## src/rtl/supv_pkg.sv

```systemverilog
package supv_pkg;
  typedef enum logic [1:0] {
    WD_SHORT = 2'b00,
    WD_MID   = 2'b01,
    WD_LONG  = 2'b10,
    WD_OFF   = 2'b11
  } wd_sel_e;
endpackage

```

## src/rtl/supv_cs_edge.sv

```systemverilog
module supv_cs_edge #(
  parameter int unsigned STAGES = 2
) (
  input  logic clk,
  input  logic rst_n,
  input  logic cs_n_i,
  output logic fall_o
);
  logic [STAGES-1:0] sync_q;
  logic [STAGES-1:0] sync_d;
  logic              prev_q;
  logic              prev_d;

  generate
    for (genvar g = 0; g < STAGES; g++) begin : g_stage
      if (g == 0) begin : g_first
        assign sync_d[g] = cs_n_i;
      end else begin : g_rest
        assign sync_d[g] = sync_q[g-1];
      end
    end
  endgenerate

  assign prev_d = sync_q[STAGES-1];
  assign fall_o = prev_q & ~sync_q[STAGES-1];

  always_ff @(posedge clk or negedge rst_n) begin
    if (!rst_n) begin
      sync_q <= '1;
      prev_q <= 1'b1;
    end else begin
      sync_q <= sync_d;
      prev_q <= prev_d;
    end
  end

  // a detected falling edge is a single-cycle pulse
  assert_fall_single_R7: assert property (@(posedge clk) disable iff (!rst_n)
    fall_o |=> !fall_o);
endmodule

```

## src/rtl/supv_hold_timer.sv

```systemverilog
module supv_hold_timer #(
  parameter int unsigned RELEASE_TICKS = 2
) (
  input  logic clk,
  input  logic rst_n,
  input  logic good_i,
  input  logic wd_fire_i,
  output logic active_o
);
  localparam int unsigned RCW = (RELEASE_TICKS > 1) ? $clog2(RELEASE_TICKS) : 1;
  localparam logic [RCW-1:0] LAST = RCW'(RELEASE_TICKS - 1);

  logic           active_q, active_d;
  logic [RCW-1:0] cnt_q, cnt_d;
  logic           cnt_en;

  always_comb begin
    active_d = active_q;
    cnt_d    = cnt_q;
    cnt_en   = 1'b1;
    if (!good_i) begin
      active_d = 1'b1;
      cnt_d    = '0;
    end else if (active_q) begin
      if (cnt_q == LAST) begin
        active_d = 1'b0;
        cnt_d    = '0;
      end else begin
        cnt_d = cnt_q + 1'b1;
      end
    end else if (wd_fire_i) begin
      active_d = 1'b1;
      cnt_d    = '0;
    end else begin
      cnt_en = 1'b0;
    end
  end

  always_ff @(posedge clk or negedge rst_n) begin
    if (!rst_n) begin
      active_q <= 1'b1;
      cnt_q    <= '0;
    end else begin
      active_q <= active_d;
      if (cnt_en) cnt_q <= cnt_d;
    end
  end

  assign active_o = active_q;

  // Checker: run length of consecutive good samples, saturating
  logic [RCW:0] good_run_q;
  always_ff @(posedge clk or negedge rst_n) begin
    if (!rst_n) good_run_q <= '0;
    else if (!good_i) good_run_q <= '0;
    else if (good_run_q < (RCW+1)'(RELEASE_TICKS)) good_run_q <= good_run_q + 1'b1;
  end

  assert_release_after_run_R3: assert property (@(posedge clk) disable iff (!rst_n)
    $fell(active_q) |-> good_run_q >= (RCW+1)'(RELEASE_TICKS));

  assert_dip_asserts_R2: assert property (@(posedge clk) disable iff (!rst_n)
    !$past(good_i) |-> active_q);
endmodule

```

## src/rtl/supv_watchdog.sv

```systemverilog
module supv_watchdog
  import supv_pkg::*;
#(
  parameter int unsigned WD_TICKS_0 = 2,
  parameter int unsigned WD_TICKS_1 = 2,
  parameter int unsigned WD_TICKS_2 = 2
) (
  input  logic       clk,
  input  logic       rst_n,
  input  logic       hold_i,
  input  logic       kick_i,
  input  logic [1:0] sel_i,
  output logic       fire_o
);
  localparam int unsigned MAX01 = (WD_TICKS_0 > WD_TICKS_1) ? WD_TICKS_0 : WD_TICKS_1;
  localparam int unsigned MAXT  = (MAX01 > WD_TICKS_2) ? MAX01 : WD_TICKS_2;
  localparam int unsigned CW    = $clog2(MAXT + 1);
  localparam logic [CW-1:0] LIM0 = CW'(WD_TICKS_0 - 1);
  localparam logic [CW-1:0] LIM1 = CW'(WD_TICKS_1 - 1);
  localparam logic [CW-1:0] LIM2 = CW'(WD_TICKS_2 - 1);

  logic [CW-1:0] cnt_q, cnt_d, lim;
  logic          en;

  always_comb begin
    case (sel_i)
      WD_SHORT: lim = LIM0;
      WD_MID:   lim = LIM1;
      default:  lim = LIM2;
    endcase
  end

  assign en     = (sel_i != WD_OFF);
  assign fire_o = en && !hold_i && !kick_i && (cnt_q >= lim);

  always_comb begin
    if (hold_i || kick_i || !en || fire_o) cnt_d = '0;
    else                                  cnt_d = cnt_q + 1'b1;
  end

  always_ff @(posedge clk or negedge rst_n) begin
    if (!rst_n) cnt_q <= '0;
    else        cnt_q <= cnt_d;
  end

  // count never runs beyond the longest period
  assert_cnt_bounded_R5: assert property (@(posedge clk) disable iff (!rst_n)
    cnt_q < CW'(MAXT));

  // a kick leaves the count at zero
  assert_kick_clears_R7: assert property (@(posedge clk) disable iff (!rst_n)
    kick_i |=> cnt_q == '0);
endmodule

```

## src/rtl/supv_reset_gen.sv

```systemverilog
module supv_reset_gen
  import supv_pkg::*;
#(
  parameter int unsigned RELEASE_TICKS = 25_000_000,
  parameter int unsigned WD_TICKS_0    = 18_000_000,
  parameter int unsigned WD_TICKS_1    = 75_000_000,
  parameter int unsigned WD_TICKS_2    = 175_000_000,
  parameter int unsigned SYNC_STAGES   = 2,
  parameter bit          ACTIVE_HIGH   = 1'b1
) (
  input  logic       clk,
  input  logic       rst_n,
  input  logic       supply_ok_i,
  input  logic       supply_valid_i,
  input  logic       cs_n_i,
  input  logic [1:0] wd_sel_i,
  output logic       cpu_rst_o
);
  logic good;
  logic cs_fall;
  logic wd_fire;
  logic rst_active;

  assign good = supply_ok_i & supply_valid_i;

  supv_cs_edge #(.STAGES(SYNC_STAGES)) u_cs_edge (
    .clk    (clk),
    .rst_n  (rst_n),
    .cs_n_i (cs_n_i),
    .fall_o (cs_fall)
  );

  supv_watchdog #(
    .WD_TICKS_0 (WD_TICKS_0),
    .WD_TICKS_1 (WD_TICKS_1),
    .WD_TICKS_2 (WD_TICKS_2)
  ) u_watchdog (
    .clk    (clk),
    .rst_n  (rst_n),
    .hold_i (rst_active),
    .kick_i (cs_fall),
    .sel_i  (wd_sel_i),
    .fire_o (wd_fire)
  );

  supv_hold_timer #(.RELEASE_TICKS(RELEASE_TICKS)) u_hold (
    .clk       (clk),
    .rst_n     (rst_n),
    .good_i    (good),
    .wd_fire_i (wd_fire),
    .active_o  (rst_active)
  );

  generate
    if (ACTIVE_HIGH) begin : g_pol_high
      assign cpu_rst_o = rst_active;
    end else begin : g_pol_low
      assign cpu_rst_o = ~rst_active;
    end
  endgenerate

  // a watchdog expiry asserts reset on the next edge
  assert_fire_asserts_R9: assert property (@(posedge clk) disable iff (!rst_n)
    wd_fire |=> rst_active);

  // with good supply, a new reset needs an enabled watchdog
  assert_off_no_reset_R8: assert property (@(posedge clk) disable iff (!rst_n)
    ($rose(rst_active) && $past(good)) |-> ($past(wd_sel_i) != WD_OFF));
endmodule

```

## config.mk

```make
export PLATFORM = sky130hd
export DESIGN_NAME = supv_reset_gen
export DESIGN_NICKNAME = d
export VERILOG_FILES = /design/src/rtl/supv_pkg.sv /design/src/rtl/supv_cs_edge.sv /design/src/rtl/supv_hold_timer.sv /design/src/rtl/supv_watchdog.sv /design/src/rtl/supv_reset_gen.sv
export SDC_FILE = /design/constraint.sdc
export NUM_CORES = 1
export LEC_CHECK = 0
export BUFFER_PORTS_ARGS = -buffer_cell sky130_fd_sc_hd__buf_2
export CAP_MARGIN = 30
export CORE_ASPECT_RATIO = 0.5
export CORE_MARGIN = 2
export CORE_UTILIZATION = 39
export DETAILED_ROUTE_END_ITERATION = 7
export GPL_TIMING_DRIVEN = 0
export SLEW_MARGIN = 20
export SYNTH_ARGS = -nofsm -noshare
export SYNTH_HDL_FRONTEND = slang
export SYNTH_SLANG_ARGS = --single-unit
```

## constraint.sdc

```tcl
create_clock -name clk -period 2.66 [get_ports clk]
set_input_delay 0.266 -clock clk [delete_from_list [all_inputs] [get_ports clk]]
set_output_delay 0.266 -clock clk [all_outputs]
set_load 0.01 [all_outputs]
```

==> out/metrics.csv <==
metric,value,unit
hpwl_dp,5350,microns
postLayoutSetupSlackWorst,-0.02547,ns
async_reset_ff_share,100.0,%
first_pass_grt_wire_length,13860,microns
violations,"hold timing, setup timing",
highest_attainable_clock_frequency,0.3724,GHz
synth_largest_type_area_fraction,39.57,%
top_cells_by_area_synth,"sky130_fd_sc_hd__dfrtp_1 (40%), sky130_fd_sc_hd__xor2_1 (6.3%), sky130_fd_sc_hd__ha_1 (6.0%)",
drtAntennaViolNets,0,
cellPowerDensity,528.4,nW/um^2
synth_seq_cells,57,
maximum_vdd_drop,0.2907,mV
h-tree-depth,3,
die_area,9398,sq um
power_consumption,2145,uW
route.final.wire_length,7921,microns
nNetsFinal,410,
initial_utilization,41.01,%
numPortBuffers,6,
hold_buffers,0,
synth_flop_cell,sky130_fd_sc_hd__dfrtp_1,
number_of_global_route_vias_before_repair,2921,
drt_iter0_markers,161,
min_period_over_period,101.0,%
grt_max_degree,58,
yosys-top-cells-count,"sky130_fd_sc_hd__dfrtp_1 (53), sky130_fd_sc_hd__nor2_1 (44), sky130_fd_sc_hd__nand2_1 (31), sky130_fd_sc_hd__xor2_1 (24), sky130_fd_sc_hd__nand3_1 (19)",
cp_data_arrival_time,2.89,ns
cts_tree,built,
wl_per_cell,15.72,microns
avgViaCountPerCell,5.538,
ys_seq_area_share,42.70,%
path_max_fanout,4,
synth.avg_cell_area,9.363,sq um
min_period,2.685,ns
run_status,finished with violations,
coreArea,8173,sq um
rsz0062_at_grt,yes,
final_layout_size_suffix_gt1_share,17.35,%
timing.final.max_slew_violations,0,
hold_path_class,input pin to asynchronous set/reset pin,
io-pin-count,8,
yosysTopAreaCell,sky130_fd_sc_hd__dfrtp_1,
final_hold_viol_count,11,
antenna-diode-count,0,
setup_viol_count_final,1,
synth.net_count,381,
yosysWarningCount,0,
die_height,69.56,microns
cts_buffers,9,
initial_antenna_violation_count,0,
worst-setup-path-type,flop to flop,
ctsRootBufferMaster,sky130_fd_sc_hd__clkbuf_16,
clk_pin_slew,0.05,ns
remaining_drc_errors,0,
first_pass_iters,4,
netlist_instances,358,
groute.usage.overall,18.64,%
timing.critical_path.to_type,flop,
setup.worst_path.start_class,flop,
p_leak,0.001655,uW
post_synth_num_cell_types,48,
area_growth,21.13,%
ctsLongestPathBuffers,2,
route.vias.total,2791,
fp-row-count,23,
globalRoute.totalOverflow,0,
worst_hold_slack,-0.005373,ns
synth_most_common_cell,sky130_fd_sc_hd__dfrtp_1,
chipWidth,135.1,microns
maxCapViolCount,0,
worstPathRequired,2.87,ns
number_of_flops_mapped_to_enable_cells_by_yosys,0,
syn-cell-area,3352,sq um
timing.max_slew.rel_slack,50.33,%
gpl.final_weighted_congestion,0.8415,
worst_slew_pin_slew,0.7450,ns
cts_sinks,57,
largest_clock_skew_in_the_final_design,0.005013,ns
worstSkewPairLatency,0.33,ns
==> path summary, 6_finish.rpt <==
| path | from | to | slack, ns | cells past startpoint |
|---|---|---|---|---|
| worst max-delay path | u_watchdog.cnt_q[25]$_DFF_PN0_ | u_hold.cnt_q[7]$_DFFE_PN0P_ | -0.03 | 8 |
| worst min-delay path | rst_n | u_hold.cnt_q[14]$_DFFE_PN0P_ | -0.005 | 1 |
| worst max register to register | u_watchdog.cnt_q[25]$_DFF_PN0_ | u_hold.cnt_q[7]$_DFFE_PN0P_ | -0.03 | 8 |
| worst min register to register | u_cs_edge.sync_q[0]$_DFF_PN1_ | u_cs_edge.sync_q[1]$_DFF_PN1_ | 0.36 | 0 |
| max in group asynchronous | rst_n | u_watchdog.cnt_q[25]$_DFF_PN0_ | 2.14 | 1 |
| min in group clk | cs_n_i | u_cs_edge.sync_q[0]$_DFF_PN1_ | 0.04 | 1 |
==> what timing repair did <==
item,CTS,global route
setup buffers,0,10
resized for setup,3,16
cloned,0,1
endpoints found under the setup margin,9,35
pin swaps,0,13
==> sequential cells by signal (all words and copies together), names as in the netlist <==
| signal | count |
|---|---|
| u_cs_edge.sync_q | 2 |
| u_hold.cnt_q | 25 |
| u_hold.active_o | 1 |
| u_cs_edge.prev_q | 1 |
| u_watchdog.cnt_q | 28 |
==> area by class of cell <==
type	count	area [sq um]
Clock buffer	14	274.0
Clock inverter	2	35.03
Multi-Input combinational cell	279	1951
Sequential cell	57	1433
Buffer	10	60.06
Inverter	12	47.55
Tap cell	112	140.1
Timing Repair Buffer	18	120.1
Fill cell	758	4113
==> through the flow <==
| step | area [sq um] | cells | TNS (ns) | setup WS [ns] | utilization, % |
|---|---|---|---|---|---|
| 2_1_floorplan | 3402 | 358 | 0 | 0.01130 | - |
| 3_3_place_gp | 3572 | 476 | -8.354 | -0.3746 | 43.71 |
| 3_5_place_dp | 3575 | 476 | -10.66 | -0.4032 | 43.74 |
| 4_1_cts | 3900 | 492 | -0.03951 | -0.03951 | 47.72 |
| 5_1_grt | 4060 | 504 | -0.3488 | -0.09681 | 49.68 |
| 6_report | 4060 | 504 | -0.02547 | -0.02547 | 49.68 |
==> critical path: stages, from the launching register on <==
cell and delay [ns]:
sky130_fd_sc_hd__dfrtp_2 0.45, sky130_fd_sc_hd__ha_4 0.28, sky130_fd_sc_hd__nand4_1 0.10, sky130_fd_sc_hd__or4_4 0.53, sky130_fd_sc_hd__a2111oi_4 0.35, sky130_fd_sc_hd__o31a_1 0.28, sky130_fd_sc_hd__buf_6 0.15, sky130_fd_sc_hd__nor4b_2 0.04
sky130_fd_sc_hd__or3_1 0.37
==> cell families after synthesis <==
kind of cell | synth area share (%)
buf+inv | 3.061
simple gates | 26.02
compound gates | 11.87
fa+ha+maj | 6.271
xor+xnor | 8.884
mux | 1.195
flops | 42.70
==> where the power goes <==
part           total [uW]  switching [uW]  internal, uW
logic                79.2            55.0          24.2
registers             877            2.44           874
clock network        1190             390           799
==> layout by cell type, fill, tap and decap left out, drive strengths merged, types with 2 or more instances in the layout <==
cell type  count
and3           9
nand3         20
mux2i          4
buf           22
o21ai         13
nand2         31
nand4         17
o31ai          5
nor3           9
xnor2         10
nor2          44
clkbuf        20
ha            16
and2           5
nand3b         3
inv           12
nor4b          3
or4            4
dfrtp         53
o41ai          3
dfstp          4
or3            6
a31oi          6
or4b           3
a21o           5
xor2          24
o31a           2
a22o           5
a221oi         2
a21oi          8
and4           4
nor4           6
or2            2
a211oi         2
==> routing by layer <==
metal  global-route usage (%)  routed length, microns  up-vias  share of wire [%]
li1                         -                       -     1363                  -
met1                    23.22                    3696     1370                 47
met2                    30.57                    3785       47                 48
met3                    6.287                     327       11                4.1
met4                    6.134                     112        0                1.4
met5                        0                       0        -                  0
No activity file was read; power rests on OpenSTA's default activity.
